<file path="config.mk">
export PLATFORM = sky130hd
export DESIGN_NAME = adc_conv_sequencer
export DESIGN_NICKNAME = d
export VERILOG_FILES = /design/src/rtl/adc_seq_pkg.sv /design/src/rtl/adc_trig_sync.sv /design/src/rtl/adc_smp_lut.sv /design/src/rtl/adc_result_fmt.sv /design/src/rtl/adc_conv_sequencer.sv
export SDC_FILE = /design/constraint.sdc
export NUM_CORES = 1
export LEC_CHECK = 0
export BUFFER_PORTS_ARGS = -buffer_cell sky130_fd_sc_hd__buf_2
export CELL_PAD_IN_SITES_DETAIL_PLACEMENT = 0
export CELL_PAD_IN_SITES_GLOBAL_PLACEMENT = 1
export CORE_ASPECT_RATIO = 1.2
export CORE_MARGIN = 1
export CORE_UTILIZATION = 38
export CTS_BUF_LIST = sky130_fd_sc_hd__clkbuf_8
export CTS_CLUSTER_DIAMETER = 40
export CTS_CLUSTER_SIZE = 28
export DETAILED_ROUTE_END_ITERATION = 6
export PLACE_DENSITY = 0.86
export SYNTH_ARGS = -nofsm -noshare
export SYNTH_HDL_FRONTEND = slang
export SYNTH_SLANG_ARGS = --single-unit
</file>
<file path="constraint.sdc">
create_clock -name clk -period 2.8 [get_ports clk]
set_input_delay 0.84 -clock clk [delete_from_list [all_inputs] [get_ports clk]]
set_output_delay 0.84 -clock clk [all_outputs]
set_load 0.02 [all_outputs]
</file>
<file path="src/rtl/adc_seq_pkg.sv">
package adc_seq_pkg;

    typedef enum logic [1:0] {
        ST_IDLE   = 2'd0,
        ST_SAMPLE = 2'd1,
        ST_CONV   = 2'd2
    } seq_state_e;

    localparam int SMP_CODE_W = 3;

    // Sample phase length in half ADC-clock units for each 3-bit code
    function automatic int unsigned smp_half_cycles(input logic [SMP_CODE_W-1:0] code);
        case (code)
            3'd0:    return 3;
            3'd1:    return 15;
            3'd2:    return 27;
            3'd3:    return 57;
            3'd4:    return 83;
            3'd5:    return 111;
            3'd6:    return 143;
            default: return 479;
        endcase
    endfunction

endpackage

</file>
<file path="src/rtl/adc_trig_sync.sv">
module adc_trig_sync #(
    parameter int NUM_EVT     = 8,
    parameter int SYNC_STAGES = 2
) (
    input  logic               clk,
    input  logic               rst_n,
    input  logic [NUM_EVT-1:0] evt_in,
    output logic [NUM_EVT-1:0] rise
);

    // Per line: SYNC_STAGES synchroniser flops plus one history flop
    for (genvar g = 0; g < NUM_EVT; g++) begin : g_line
        logic [SYNC_STAGES:0] sh_d, sh_q;

        always_comb begin
            sh_d = {sh_q[SYNC_STAGES-1:0], evt_in[g]};
        end

        always_ff @(posedge clk or negedge rst_n) begin
            if (!rst_n) sh_q <= '0;
            else        sh_q <= sh_d;
        end

        assign rise[g] = sh_q[SYNC_STAGES-1] & ~sh_q[SYNC_STAGES];
    end

endmodule

</file>
<file path="src/rtl/adc_smp_lut.sv">
module adc_smp_lut
    import adc_seq_pkg::*;
#(
    parameter int CNT_W = 9
) (
    input  logic [SMP_CODE_W-1:0] code,
    output logic [CNT_W-1:0]      half_cnt
);

    always_comb begin
        half_cnt = CNT_W'(smp_half_cycles(code));
    end

endmodule

</file>
<file path="src/rtl/adc_result_fmt.sv">
module adc_result_fmt #(
    parameter int RES_W = 12,
    parameter int OUT_W = 16
) (
    input  logic [RES_W-1:0] raw,
    input  logic             inj,
    input  logic             left,
    output logic [OUT_W-1:0] word
);

    localparam int PAD_W = OUT_W - RES_W;

    logic sgn;
    assign sgn = raw[RES_W-1];

    always_comb begin
        unique case ({inj, left})
            2'b00:   word = {{PAD_W{1'b0}}, raw};
            2'b01:   word = {raw, {PAD_W{1'b0}}};
            2'b10:   word = {{PAD_W{sgn}}, raw};
            default: word = {sgn, raw, {(PAD_W-1){1'b0}}};
        endcase
    end

endmodule

</file>
<file path="src/rtl/adc_conv_sequencer.sv">
module adc_conv_sequencer
    import adc_seq_pkg::*;
#(
    parameter int NUM_CH       = 8,
    parameter int NUM_EVT      = 8,
    parameter int RES_W        = 12,
    parameter int OUT_W        = 16,
    parameter int SYNC_STAGES  = 2,
    parameter int CONV_HALF    = 25,
    parameter int MAX_SMP_HALF = 479,
    localparam int CH_W  = (NUM_CH  > 1) ? $clog2(NUM_CH)  : 1,
    localparam int SEL_W = (NUM_EVT > 1) ? $clog2(NUM_EVT) : 1
) (
    input  logic                       clk,
    input  logic                       rst_n,
    input  logic [NUM_CH*SMP_CODE_W-1:0] smp_codes,
    input  logic                       ext_trig_en,
    input  logic [SEL_W-1:0]           reg_sel,
    input  logic [SEL_W-1:0]           inj_sel,
    input  logic [NUM_EVT-1:0]         evt_in,
    input  logic                       sw_start_reg,
    input  logic                       sw_start_inj,
    input  logic [CH_W-1:0]            ch_reg,
    input  logic [CH_W-1:0]            ch_inj,
    input  logic                       align_left,
    input  logic [RES_W-1:0]           result_in,
    output logic                       busy,
    output logic                       sampling,
    output logic                       converting,
    output logic [CH_W-1:0]            conv_ch,
    output logic                       conv_inj,
    output logic                       eoc,
    output logic [OUT_W-1:0]           data_out
);

    localparam int TOP_CNT = (MAX_SMP_HALF > CONV_HALF) ? MAX_SMP_HALF : CONV_HALF;
    localparam int CNT_W   = $clog2(TOP_CNT + 1);

    typedef struct packed {
        seq_state_e       state;
        logic [CNT_W-1:0] cnt;
        logic [CH_W-1:0]  ch;
        logic             inj;
        logic             left;
        logic             eoc;
        logic [OUT_W-1:0] data;
    } seq_t;

    seq_t q, d;

    logic [NUM_EVT-1:0]    rise;
    logic                  reg_go, inj_go;
    logic [CH_W-1:0]       start_ch;
    logic [SMP_CODE_W-1:0] start_code;
    logic [CNT_W-1:0]      start_len;
    logic [OUT_W-1:0]      fmt_word;

    adc_trig_sync #(
        .NUM_EVT    (NUM_EVT),
        .SYNC_STAGES(SYNC_STAGES)
    ) u_sync (
        .clk   (clk),
        .rst_n (rst_n),
        .evt_in(evt_in),
        .rise  (rise)
    );

    assign reg_go     = sw_start_reg | (ext_trig_en & rise[reg_sel]);
    assign inj_go     = sw_start_inj | (ext_trig_en & rise[inj_sel]);
    assign start_ch   = inj_go ? ch_inj : ch_reg;
    assign start_code = smp_codes[start_ch*SMP_CODE_W +: SMP_CODE_W];

    adc_smp_lut #(.CNT_W(CNT_W)) u_lut (
        .code    (start_code),
        .half_cnt(start_len)
    );

    adc_result_fmt #(.RES_W(RES_W), .OUT_W(OUT_W)) u_fmt (
        .raw (result_in),
        .inj (q.inj),
        .left(q.left),
        .word(fmt_word)
    );

    always_comb begin
        d     = q;
        d.eoc = 1'b0;
        unique case (q.state)
            ST_IDLE: begin
                if (inj_go || reg_go) begin
                    d.state = ST_SAMPLE;
                    d.inj   = inj_go;
                    d.ch    = start_ch;
                    d.left  = align_left;
                    d.cnt   = start_len - CNT_W'(1);
                end
            end
            ST_SAMPLE: begin
                if (q.cnt == '0) begin
                    d.state = ST_CONV;
                    d.cnt   = CNT_W'(CONV_HALF - 1);
                end else begin
                    d.cnt = q.cnt - CNT_W'(1);
                end
            end
            ST_CONV: begin
                if (q.cnt == '0) begin
                    d.state = ST_IDLE;
                    d.eoc   = 1'b1;
                    d.data  = fmt_word;
                end else begin
                    d.cnt = q.cnt - CNT_W'(1);
                end
            end
            default: d.state = ST_IDLE;
        endcase
    end

    always_ff @(posedge clk or negedge rst_n) begin
        if (!rst_n) begin
            q <= '{state: ST_IDLE, cnt: '0, ch: '0, inj: 1'b0,
                   left: 1'b0, eoc: 1'b0, data: '0};
        end else begin
            q <= d;
        end
    end

    assign busy       = (q.state != ST_IDLE);
    assign sampling   = (q.state == ST_SAMPLE);
    assign converting = (q.state == ST_CONV);
    assign conv_ch    = q.ch;
    assign conv_inj   = q.inj;
    assign eoc        = q.eoc;
    assign data_out   = q.data;

endmodule

</file>
; Word level (Yosys, flattened, before mapping)
; Cells that the tools add are included.
[classes]
n_addsub = 2
n_mul = 1
order_cmp = 2
eq_ne = 14
shifts = 1
muxes = 16
bitwise = 20
n_reduce_logical = 11
[op_table]
columns = cell, n
row1 = one-hot mux 9 bit (7 select lines), 1
row2 = one-hot mux 16 bit (3 select lines), 1
row3 = 2-to-1 mux 17 bit, 2
row4 = one-hot mux 9 bit (3 select lines), 1
row5 = variable part select 24 x 6 -> 3 bit, 1
row6 = 2-to-1 mux 9 bit, 2
row7 = "subtractor 9 x 1 -> 9 bit, second input constant", 2
row8 = 2-to-1 mux 16 bit, 1
row9 = bitwise AND 1 bit, 10
row10 = "== test 3 bit, second input constant", 3
row11 = zero test 9 bit, 1
row12 = "< comparator 3 x 4 -> 1 bit, second input constant", 2
row13 = NOT 1 bit, 8
row14 = binary-select mux 1 bit (select 3 bit), 2
row15 = "== test 3 x 2 -> 1 bit, second input constant", 2
row16 = one-hot mux 2 bit (3 select lines), 1
row17 = AND reduction 3 bit, 2
row18 = "multiplier 3 x 2 -> 5 bit, second input constant", 1
row19 = "== test 2 x 1 -> 1 bit, second input constant", 2
row20 = "== test 2 bit, second input constant", 2
row21 = zero test 2 bit, 2
row22 = 2-to-1 mux 2 bit, 2
row23 = "!= test 2 x 1 -> 1 bit, second input constant", 2
row24 = "!= test 2 bit, second input constant", 2
row25 = 9 further kinds, 12
[totals]
regBits = 57
elab_cells = 82

; Depth between registers and ports, before layout
; Gate-level depths: netlist of run 1.
[depth]
ltp_word = 14
ltp_mapped = 12
mapped_depth_nobuf = 11

; Hierarchy
; Synthesis of run 1 repeated with hierarchy kept, for this count alone.
[unflattened]
hier_cells = 418
hier_area_um2 = 3963.8
[by_module_without_submodules]
columns = mod, instances, cells_per_inst, area_each_um2, seq_area_each_um2
row1 = adc_conv_sequencer, 1, 327, 2867.8, 825.8
row2 = adc_trig_sync, 1, 32, 710.7, 600.6
row3 = adc_result_fmt, 1, 45, 286.5, 0.0
row4 = adc_smp_lut, 1, 14, 98.8, 0.0

; Least setup slack after synthesis of run 1
; Ideal clock, no wire load.
[synth_timing]
path_kind = input port to flip-flop
from = input port inj_sel[0]
to = register q[26] (netlist bit)
arrival_time_ns = 3.189
t_required_ns = 2.730
setup_slack_ns = -0.459
stages = 9
path_cell_list = or3b_1 a31o_1 o221ai_2 buf_6 mux2i_1 a211oi_1 a2111o_1 or4_1 nand3_1
[synth_between]
elab_chain_len = 12
[synth_rtl]
columns = item, line_no
row1 = "start, declared", adc_conv_sequencer.sv:19  ; input logic [SEL_W-1:0] inj_sel,
row2 = binary-select mux 1 bit (select 3 bit) *, adc_conv_sequencer.sv:69  ; assign inj_go = sw_start_inj | (ext_trig_en & rise[inj_sel]);
row3 = 2-to-1 mux 1 bit (not written as such) *, adc_conv_sequencer.sv:69
row4 = bitwise AND 1 bit *, adc_conv_sequencer.sv:69
row5 = OR 1 bit *, adc_conv_sequencer.sv:69
row6 = 2-to-1 mux 3 bit, adc_conv_sequencer.sv:70  ; assign start_ch = inj_go ? ch_inj : ch_reg;
row7 = multiplier 3 x 2 -> 5 bit, adc_conv_sequencer.sv:71  ; assign start_code = smp_codes[start_ch*SMP_CODE_W +: SMP_CODE_W];
row8 = variable part select 24 x 6 -> 3 bit, adc_conv_sequencer.sv:71
row9 = == test 3 bit (tied with other cells), adc_seq_pkg.sv:13  ; case (code)
row10 = one-hot mux 9 bit (7 select lines), adc_seq_pkg.sv:13
row11 = subtractor 9 x 1 -> 9 bit, adc_conv_sequencer.sv:95  ; d.cnt = start_len - CNT_W'(1);
row12 = 2-to-1 mux 16 bit, adc_conv_sequencer.sv:90  ; if (inj_go || reg_go) begin
row13 = one-hot mux 9 bit (3 select lines), adc_conv_sequencer.sv:88  ; unique case (q.state)
row14 = "end signal, assigned", adc_conv_sequencer.sv:121  ; q <= '{state: ST_IDLE, cnt: '0, ch: '0, inj: 1'b0,
row15 = "end, declared", adc_conv_sequencer.sv:49  ; seq_t q, d;
; Mark *: on every way between the ends. The rest lies on a longest branch, timed or not. The select of a mux whose other input is x is not followed.
; A chain may end at the register's enable or synchronous reset.

; Worst setup path after layout of run 1
[layout_timing]
from = input port inj_sel[0]
to = register q[23] (netlist bit)
; Same word-level chain as after synthesis.

==> results of run 1 <==
## cell usage after synthesis (all sizes together), types with 7 or more instances
cell / number
nor2: 18
buf: 23
nand2b: 12
o21ai: 37
dfrtp: 57
a21oi: 8
nand2: 38
a221oi: 9
a211oi: 10
mux2i: 17
clkbuf: 12
inv: 17
nor2b: 7
## where the power goes
part / switching [W] / total [W] / internal [W] / leakage, nW
clock network: 0.000383 / 0.000812 / 0.000429 / 0.107
registers: 0.000192 / 0.00123 / 0.00104 / 0.649
logic: 0.000998 / 0.00180 / 0.000805 / 1.38
## sequential cells by signal, summed over array words and instances (netlist names)
| signal | flops |
|---|---|
| conv_ch | 3 |
| conv_inj | 1 |
| data_out | 16 |
| eoc | 1 |
| q | 12 |
| u_sync.g_line.sh_q | 24 |
## per-stage QoR
| stage | std cells | hold slack [ps] | util, % |
|---|---|---|---|
| finish | 566 | 353 | 54.7 |
| global route | 566 | 366 | 54.7 |
| CTS | 562 | 354 | 53.5 |
| detailed placement | 537 | 336 | 48.1 |
| global placement | 537 | 333 | 48.1 |
| floorplan | 335 | 331 | - |
## worst max-delay path by stage
stage,startpoint,to,slack (ps),cells past startpoint
3_5_place_dp,inj_sel[0],q[26],-800,11
2_1_floorplan,inj_sel[0],q[26],-340,9
5_1_grt,inj_sel[0],q[26],-370,11
6_report,inj_sel[0],q[23],-340,12
4_1_cts,inj_sel[0],q[26],-220,11
3_3_place_gp,inj_sel[0],q[23],-670,10
## final cells by class
cell class,instances,area (sq um)
Timing Repair Buffer,135,860
Multi-Input combinational cell,227,1830
Sequential cell,57,1430
Tap cell,114,143
Inverter,17,63.8
Clock buffer,9,124
Fill cell,786,3760
Clock inverter,7,85.1
## critical path: cells and delay by family
family / cells / cell delay, ps
compound gates: 5 / 1240
buf+inv: 4 / 590
simple gates: 2 / 410
mux: 1 / 270
## cell families after synthesis
family / count (synthesis) / synth area share [%]
flops: 57 / 43.1
xor+xnor: 2 / 0.529
buf+inv: 52 / 8.96
fa+ha+maj: 5 / 1.89
simple gates: 105 / 16.5
mux: 21 / 6.95
compound gates: 93 / 22.1
## routing by layer
| metal | wire length, microns | global-route usage (%) | vias up |
|---|---|---|---|
| met5 | 0 | 0 | - |
| met4 | 112 | 6.91 | 0 |
| met3 | 393 | 5.32 | 10 |
| met2 | 4300 | 32.4 | 74 |
| met1 | 3640 | 24.3 | 1361 |
| li1 | - | - | 1425 |
## timing repair
action,4_1_cts,5_1_grt
hold buffers,0,0
resized for setup,33,8
gates cloned,2,0
endpoints found under the setup margin,9,9
setup buffers,7,5
pin swaps,12,14
==> flow_metrics.env, run 1 <==
export IMPL_clock_skew_ps=9.92
export IMPL_via_per_inst=5.07
export IMPL_layout_commonest_cell="buf_2"
export IMPL_layout_setup_ws_ps=-342
export IMPL_route_detailed_drc=0
export IMPL_hold_class="reg -> reg"
export IMPL_ys_seq_area_share_pct=43.1
export IMPL_syn_inst=335
export IMPL_outcome="finished with violations"
export IMPL_rsz0062_at_grt="yes"
export IMPL_antenna_left=0
export IMPL_cts_root_buf="clkbuf_8"
export IMPL_vias=2870
export IMPL_wl_per_cell_microns=14.9
export IMPL_r2r_end="q[23]"
export IMPL_cts_max_level=3
export IMPL_powerDensity_nw_per_um2=848
export IMPL_slowest_delay_ps=340
export IMPL_clock_path_buffers=2
export IMPL_drt_iter0_markers=62
export IMPL_cap_violations=0
export IMPL_dp_hpwl_mm=6.11
export IMPL_required_ps=3020
export IMPL_hold_end="u_sync.g_line[3].sh_q[1]"
export IMPL_grt_total_usage_pct=19.6
export IMPL_crit_arrival_ps=3360
export IMPL_antenna_cells=0
export IMPL_rows=36
export IMPL_r2r_start="u_sync.g_line[2].sh_q[2]"
export IMPL_whs_path_depth=0
export IMPL_gp_congestion=0.858
export IMPL_yosys_warnings=0
export IMPL_dp_slack_ps=-801
export IMPL_path_class="in -> reg"
export IMPL_synth_top_area_share_pct=43.1
export IMPL_path_cells="buf_12 -> or3b_1 -> a31o_1 -> o221ai_2 -> buf_6 -> buf_12 -> mux2i_4 -> a211oi_2 -> a2111oi_4 -> buf_4 -> nand3_2 -> a221o_1"
export IMPL_synth_cell_type_count=59
export IMPL_initial_core_util_pct=39.9
export IMPL_synth_ff_latch_count=57
export IMPL_report_final_setup_viol=8
export IMPL_drive_gt1_share_pct=43.8
export IMPL_synth_area_top_cells="dfrtp_1, o21ai_0, mux2i_1"
export IMPL_min_period_ps=3140
export IMPL_r2r_cells=11
export IMPL_start_kind="input port"
export IMPL_worst_pin_slew_ps=711
export IMPL_violations="setup timing"
export IMPL_insertion_delay_ps=340
export IMPL_wirelength_mm=8.44
export IMPL_ir_drop_mv=0.580
export IMPL_synth_area_per_cell_sq_um=9.88
export IMPL_max_freq_mhz=318
export IMPL_maxSlewViolCount=0
export IMPL_core_area_sq_um=8290
export IMPL_drtPass1Iterations=4
export IMPL_gr_total_overflow=0
export IMPL_leakagePower_nw=2.13
export IMPL_end_kind="register"
export IMPL_hp_start="u_sync.g_line[3].sh_q[0]"
export IMPL_tritoncts="done"
export IMPL_slowest_stage="or3b_1"
export IMPL_power_total_w=0.00384
export IMPL_synthArstFlopShare_pct=100
export IMPL_nets=514
export IMPL_die_h_microns=104
export IMPL_setup_tns_ps=-2230
export IMPL_cp_common_cell="buf_12"
export IMPL_grt_max_degree=33
export IMPL_clkSinkCount=57
export IMPL_grt_pass1_wl_mm=14.0
export IMPL_place_area_sq_um=3980
export IMPL_die_x_microns=87.2
export IMPL_io_pins=86
export IMPL_cts_reportedPaths_clkPinSlew_ps=80
export IMPL_regToRegSetupSlack_ps=-120
export IMPL_numCtsBuffers=9
export IMPL_synth_edf_count=0
export IMPL_stdcell_area_sq_um=4530
export IMPL_layout_common_cells="buf_2, dfrtp_1, buf_4, nand2_1, o21ai_0"
export IMPL_synth_largest_area_cell="dfrtp_1"
export IMPL_antenna_found_initial=0
export IMPL_dieArea_sq_um=9090
export IMPL_netlist_area_sq_um=3310
export IMPL_path_max_fanout=8
export IMPL_syn_num_nets=402
export IMPL_grt_pass1_vias=2975
export IMPL_synth_ff_type="dfrtp_1"
export IMPL_area_delta_synth_final_pct=36.9
export IMPL_port_buffer_count=85
export IMPL_hold_viol=0
export IMPL_fin_crit_sh_pct=112
export IMPL_worst_slew_margin_rel_pct=52.6
Power figures use the tool's default switching activity.
==> inputs of run 2 (changes only) <==
- CORE_UTILIZATION: 38 -> 36
- CTS_BUF_LIST: sky130_fd_sc_hd__clkbuf_8 -> unset
- PLACE_DENSITY: 0.86 -> 0.83
==> run 2 against run 1 <==
Compared with the run above:
- the flow still finishes with violations (setup timing)
- hold slack worse by 3.3 ps
- sequential power rose by 4%
- clock power is 7.3% higher
- largest cell class unchanged
- die area rose by 5.4%
- critical path depth decreased by 2
- highest routed layer unchanged
- worst setup slack better by 47 ps
- combinational power decreased by 4%
- sequential share of layout area up 0.061 points
- total power up 0.78%
- maximum frequency up 1.5%
- critical endpoint is now q[26]
==> flow_metrics.env, run 2 (synthesis results as in run 1) <==
export IMPL_min_period_ps=3090
export IMPL_max_freq_mhz=323
export IMPL_rsz0062_at_grt="yes"
export IMPL_violations="setup timing"
export IMPL_antenna_left=0
export IMPL_start_kind="input port"
export IMPL_leakagePower_nw=2.09
export IMPL_grt_total_usage_pct=17.8
export IMPL_instances_no_fill=562
export IMPL_wl_per_cell_microns=14.5
export IMPL_gp_congestion=0.827
export IMPL_slowest_delay_ps=560
export IMPL_grt_max_degree=34
export IMPL_layout_common_cells="buf_2, dfrtp_1, buf_4, nand2_1, o21ai_0"
export IMPL_report_final_setup_viol=8
export IMPL_clkSinkCount=57
export IMPL_cts_root_buf="clkbuf_8"
export IMPL_via_per_inst=5.10
export IMPL_initial_core_util_pct=37.8
export IMPL_dieArea_sq_um=9590
export IMPL_cp_top_family="compound AO/OA/AOI/OAI gates"
export IMPL_area_delta_synth_final_pct=36.6
export IMPL_tritoncts="done"
export IMPL_clock_path_buffers=2
export IMPL_rows=37
export IMPL_cts_reportedPaths_clkPinSlew_ps=70
export IMPL_required_ps=3070
export IMPL_power_total_w=0.00387
export IMPL_vias=2866
export IMPL_clock_skew_ps=6.19
export IMPL_ir_drop_mv=0.449
export IMPL_layout_setup_ws_ps=-295
export IMPL_antenna_cells=0
export IMPL_dp_slack_ps=-647
export IMPL_hold_class="reg -> reg"
export IMPL_grt_pass1_wl_mm=13.0
export IMPL_cts_max_level=3
export IMPL_insertion_delay_ps=340
export IMPL_antenna_found_initial=0
export IMPL_die_x_microns=89.5
export IMPL_end_kind="register"
export IMPL_drive_gt1_share_pct=44.0
export IMPL_io_pins=86
export IMPL_die_h_microns=107
export IMPL_crit_arrival_ps=3360
export IMPL_largest_register_ffs=24
export IMPL_route_detailed_drc=0
export IMPL_layout_commonest_cell="buf_2"
export IMPL_path_class="in -> reg"
export IMPL_ctsHoldBuffers=0
export IMPL_drt_iter0_markers=80
export IMPL_fin_crit_sh_pct=111
export IMPL_cp_num_buf_inv=2
export IMPL_dp_hpwl_mm=6.01
export IMPL_powerDensity_nw_per_um2=857
export IMPL_gr_total_overflow=0
export IMPL_nets=507
export IMPL_wirelength_mm=8.15
export IMPL_outcome="finished with violations"
export IMPL_grt_pass1_vias=2775
export IMPL_core_area_sq_um=8750
export IMPL_worst_slew_margin_rel_pct=54.1
export IMPL_place_inst=537
export IMPL_hold_viol=0
export IMPL_top_register="u_sync.g_line.sh_q"
export IMPL_maxSlewViolCount=0
export IMPL_worst_pin_slew_ps=688
export IMPL_path_max_fanout=8
export IMPL_numCtsBuffers=9
export IMPL_cap_violations=0
export IMPL_path_cells="buf_8 -> and3b_2 -> o41ai_4 -> o221ai_4 -> buf_12 -> a22o_4 -> mux2i_1 -> a2111o_1 -> or4_4 -> nand3_2"
export IMPL_port_buffer_count=85
export IMPL_drtPass1Iterations=4
export IMPL_slowest_stage="or4_4"
run 2: changes by cell type in the layout (fill, tap and decap cells not counted), moves of 2 or more:
| cell | delta |
|---|---|
| a211oi_1 | -2 |
| buf_4 | -4 |
| buf_6 | -3 |
| a2bb2oi_1 | -2 |
| mux2i_1 | -2 |
| nand2b_1 | -2 |
| inv_6 | -2 |
| a2bb2oi_2 | +2 |
| a211oi_2 | +2 |
run 2: repair_timing:
| item | 4_1_cts | 5_1_grt |
|---|---|---|
| endpoints found under the setup margin | 9 | 13 |
| pin swaps | 0 | 4 |
| gates cloned | 1 | 1 |
| gates resized for setup | 8 | 36 |
| setup buffers | 1 | 7 |
run 2: worst paths after layout:
| path | from | to | slack [ps] | depth (start not counted) |
|---|---|---|---|---|
| max | inj_sel[0] | q[26] | -290 | 10 |
| min | u_sync.g_line[1].sh_q[0] | u_sync.g_line[1].sh_q[1] | 350 | 0 |
| max reg2reg | u_sync.g_line[5].sh_q[1] | q[26] | -90 | 10 |
| min reg2reg | u_sync.g_line[1].sh_q[0] | u_sync.g_line[1].sh_q[1] | 350 | 0 |
| max in group asynchronous | rst_n | q[30] | 1740 | 2 |
| min in group asynchronous | rst_n | u_sync.g_line[2].sh_q[0] | 490 | 1 |
run 2: metrics by stage:
step / hold WS (ps) / area [sq um] / setup TNS, ps / util [%]
3_3_place_gp: 334 / 3980 / -5710 / 45.4
3_5_place_dp: 335 / 3980 / -6580 / 45.4
6_report: 349 / 4520 / -1760 / 51.7
4_1_cts: 351 / 4260 / -1690 / 48.7
2_1_floorplan: 331 / 3350 / -1870 / -
5_1_grt: 352 / 4520 / -2670 / 51.7
run 2: power by group:
group,switching (W),leakage (nW),internal [W]
Sequential,0.000243,0.649,0.00104
Clock,0.000363,0.110,0.000508
Combinational,0.000951,1.33,0.000772
run 2: layer usage:
layer	vias up	global-route usage (%)	wire length, microns
li1	1400	-	-
met1	1335	22.9	3580
met2	108	28.1	3880
met3	23	4.00	399
met4	0	8.28	283
met5	-	0	0
run 2: final cells by class:
cell class,count,area (sq um)
inverters,17,63.8
clock buffers,9,124
fillers,808,4230
multi-input cells,227,1850
clock inverters,7,103
flip-flops and latches,57,1430
repair buffers,128,811
well taps,117,146
==> inputs of run 3 (changes only) <==
- clock period: 2.8 -> 2.71 ns (I/O delays scaled with it)
==> run 3 against run 2 <==
Compared with the run above:
- count of clock-buffer cells in the layout unchanged
- core utilization about the same
- critical endpoint unchanged
- combinational power up 3%
- register-to-register slack worse by 100 ps
- hold slack barely moved
- via count grew 0.24%
- final cell count increased by 0.18%
- largest power group unchanged
- total power is 2.8% higher
- worst setup slack lost 49 ps
- the flow still finishes with violations (setup timing)
==> flow_metrics.env, run 3 (synthesis results as in run 1) <==
export IMPL_die_h_microns=107
export IMPL_whs_path_depth=0
export IMPL_path_cells="buf_8 -> and3b_2 -> o41ai_4 -> o221ai_4 -> buf_6 -> buf_16 -> a221oi_4 -> a211oi_2 -> a2111o_1 -> or4_1 -> nand3_1"
export IMPL_antenna_found_initial=0
export IMPL_route_detailed_drc=0
export IMPL_path_class="in -> reg"
export IMPL_via_per_inst=5.10
export IMPL_numCtsBuffers=9
export IMPL_hold_end="u_sync.g_line[1].sh_q[1]"
export IMPL_clock_skew_ps=5.58
export IMPL_die_x_microns=89.5
export IMPL_area_delta_synth_final_pct=36.7
export IMPL_r2r_start="u_sync.g_line[1].sh_q[1]"
export IMPL_antenna_left=0
export IMPL_slowest_stage="or4_1"
export IMPL_layout_setup_ws_ps=-344
export IMPL_worst_pin_slew_ps=701
export IMPL_cts_reportedPaths_clkPinSlew_ps=70
export IMPL_report_final_setup_viol=8
export IMPL_drtPass1Iterations=4
export IMPL_cts_root_buf="clkbuf_8"
export IMPL_layout_common_cells="buf_2, dfrtp_1, nand2_1, buf_4, o21ai_0"
export IMPL_leakagePower_nw=2.10
export IMPL_drt_iter0_markers=93
export IMPL_power_total_w=0.00398
export IMPL_cts_max_level=3
export IMPL_end_kind="register"
export IMPL_r2r_cells=10
export IMPL_rsz0062_at_grt="yes"
export IMPL_cap_violations=0
export IMPL_grt_total_usage_pct=18.7
export IMPL_hp_start="u_sync.g_line[1].sh_q[0]"
export IMPL_grt_max_degree=33
export IMPL_start_kind="input port"
export IMPL_layout_commonest_cell="buf_2"
export IMPL_core_area_sq_um=8750
export IMPL_worst_slew_margin_rel_pct=53.3
export IMPL_vias=2873
export IMPL_crit_arrival_ps=3330
export IMPL_largest_register_ffs=24
export IMPL_r2r_end="q[26]"
export IMPL_maxSlewViolCount=0
export IMPL_dp_hpwl_mm=6.03
export IMPL_regToRegSetupSlack_ps=-190
export IMPL_required_ps=2980
export IMPL_antenna_cells=0
export IMPL_setup_tns_ps=-2440
export IMPL_clock_path_buffers=2
export IMPL_fin_crit_sh_pct=113
export IMPL_drive_gt1_share_pct=43.3
export IMPL_gr_total_overflow=0
export IMPL_hold_class="reg -> reg"
export IMPL_slowest_delay_ps=500
export IMPL_outcome="finished with violations"
export IMPL_port_buffer_count=85
export IMPL_ir_drop_mv=0.448
export IMPL_wirelength_mm=8.26
export IMPL_powerDensity_nw_per_um2=880
export IMPL_gp_congestion=0.865
export IMPL_grt_pass1_vias=2883
export IMPL_insertion_delay_ps=330
export IMPL_top_register="u_sync.g_line.sh_q"
export IMPL_wl_per_cell_microns=14.7
export IMPL_rows=37
export IMPL_dieArea_sq_um=9590
export IMPL_grt_pass1_wl_mm=13.6
export IMPL_io_pins=86
export IMPL_min_period_ps=3050
export IMPL_hold_viol=0
export IMPL_clkSinkCount=57
export IMPL_path_max_fanout=7
export IMPL_violations="setup timing"
export IMPL_nets=508
export IMPL_initial_core_util_pct=37.8
export IMPL_max_freq_mhz=327
export IMPL_tritoncts="done"
## run 3: report_power, final
group          internal [W]  switching (W)  total (W)
sequential          0.00107       0.000241    0.00131
clock              0.000527       0.000380   0.000906
combinational      0.000792       0.000973    0.00177
total               0.00239        0.00159    0.00398
## run 3: worst max-delay path, delay by kind of cell
family	cells	cell delay (ps)
buffers and inverters	3	380
AO/OA/AOI/OAI	5	1330
AND/OR/NAND/NOR	3	790
## run 3: per-layer routing
layer | vias to the layer above | part of all wire, % | wire length [microns] | global-route usage (%)
li1 | 1412 | - | - | -
met1 | 1352 | 43 | 3540 | 22.7
met2 | 91 | 49 | 4040 | 30.4
met3 | 18 | 6.0 | 498 | 5.39
met4 | 0 | 2.1 | 177 | 7.94
met5 | - | 0 | 0 | 0
## run 3: timing repair
| item | 4_1_cts | 5_1_grt |
|---|---|---|
| pin swaps | 15 | 9 |
| buffers inserted | 8 | 2 |
| gates cloned | 1 | 0 |
| endpoints found under the setup margin | 11 | 14 |
| hold buffers | 0 | 0 |
| gates resized for setup | 18 | 22 |
## run 3: worst max-delay path by stage
stage / endpoint / slack, ps / start / cells after the start
2_1_floorplan: q[26] / -410 / inj_sel[0] / 9
3_3_place_gp: q[26] / -670 / inj_sel[0] / 11
3_5_place_dp: q[26] / -740 / inj_sel[0] / 11
4_1_cts: q[26] / -330 / inj_sel[0] / 11
5_1_grt: q[26] / -450 / inj_sel[0] / 11
6_report: q[26] / -340 / inj_sel[0] / 11
## run 3: final cells by class
class | count | area, sq um
multi-input cells | 226 | 1830
repair buffers | 130 | 833
clock buffers | 9 | 124
inverters | 17 | 63.8
clock inverters | 7 | 103
fillers | 802 | 4220
flip-flops and latches | 57 | 1430
well taps | 117 | 146
## run 3: through the flow
step / utilization, % / hold WS [ps] / instances / setup slack [ps] / cell area, sq um
after floorplan: - / 331 / 335 / -407 / 3350
after global placement: 45.5 / 334 / 538 / -675 / 3980
after detailed placement: 45.5 / 335 / 538 / -738 / 3980
after CTS: 50.2 / 351 / 561 / -329 / 4390
after global routing: 51.7 / 361 / 563 / -446 / 4530
final: 51.7 / 349 / 563 / -344 / 4530
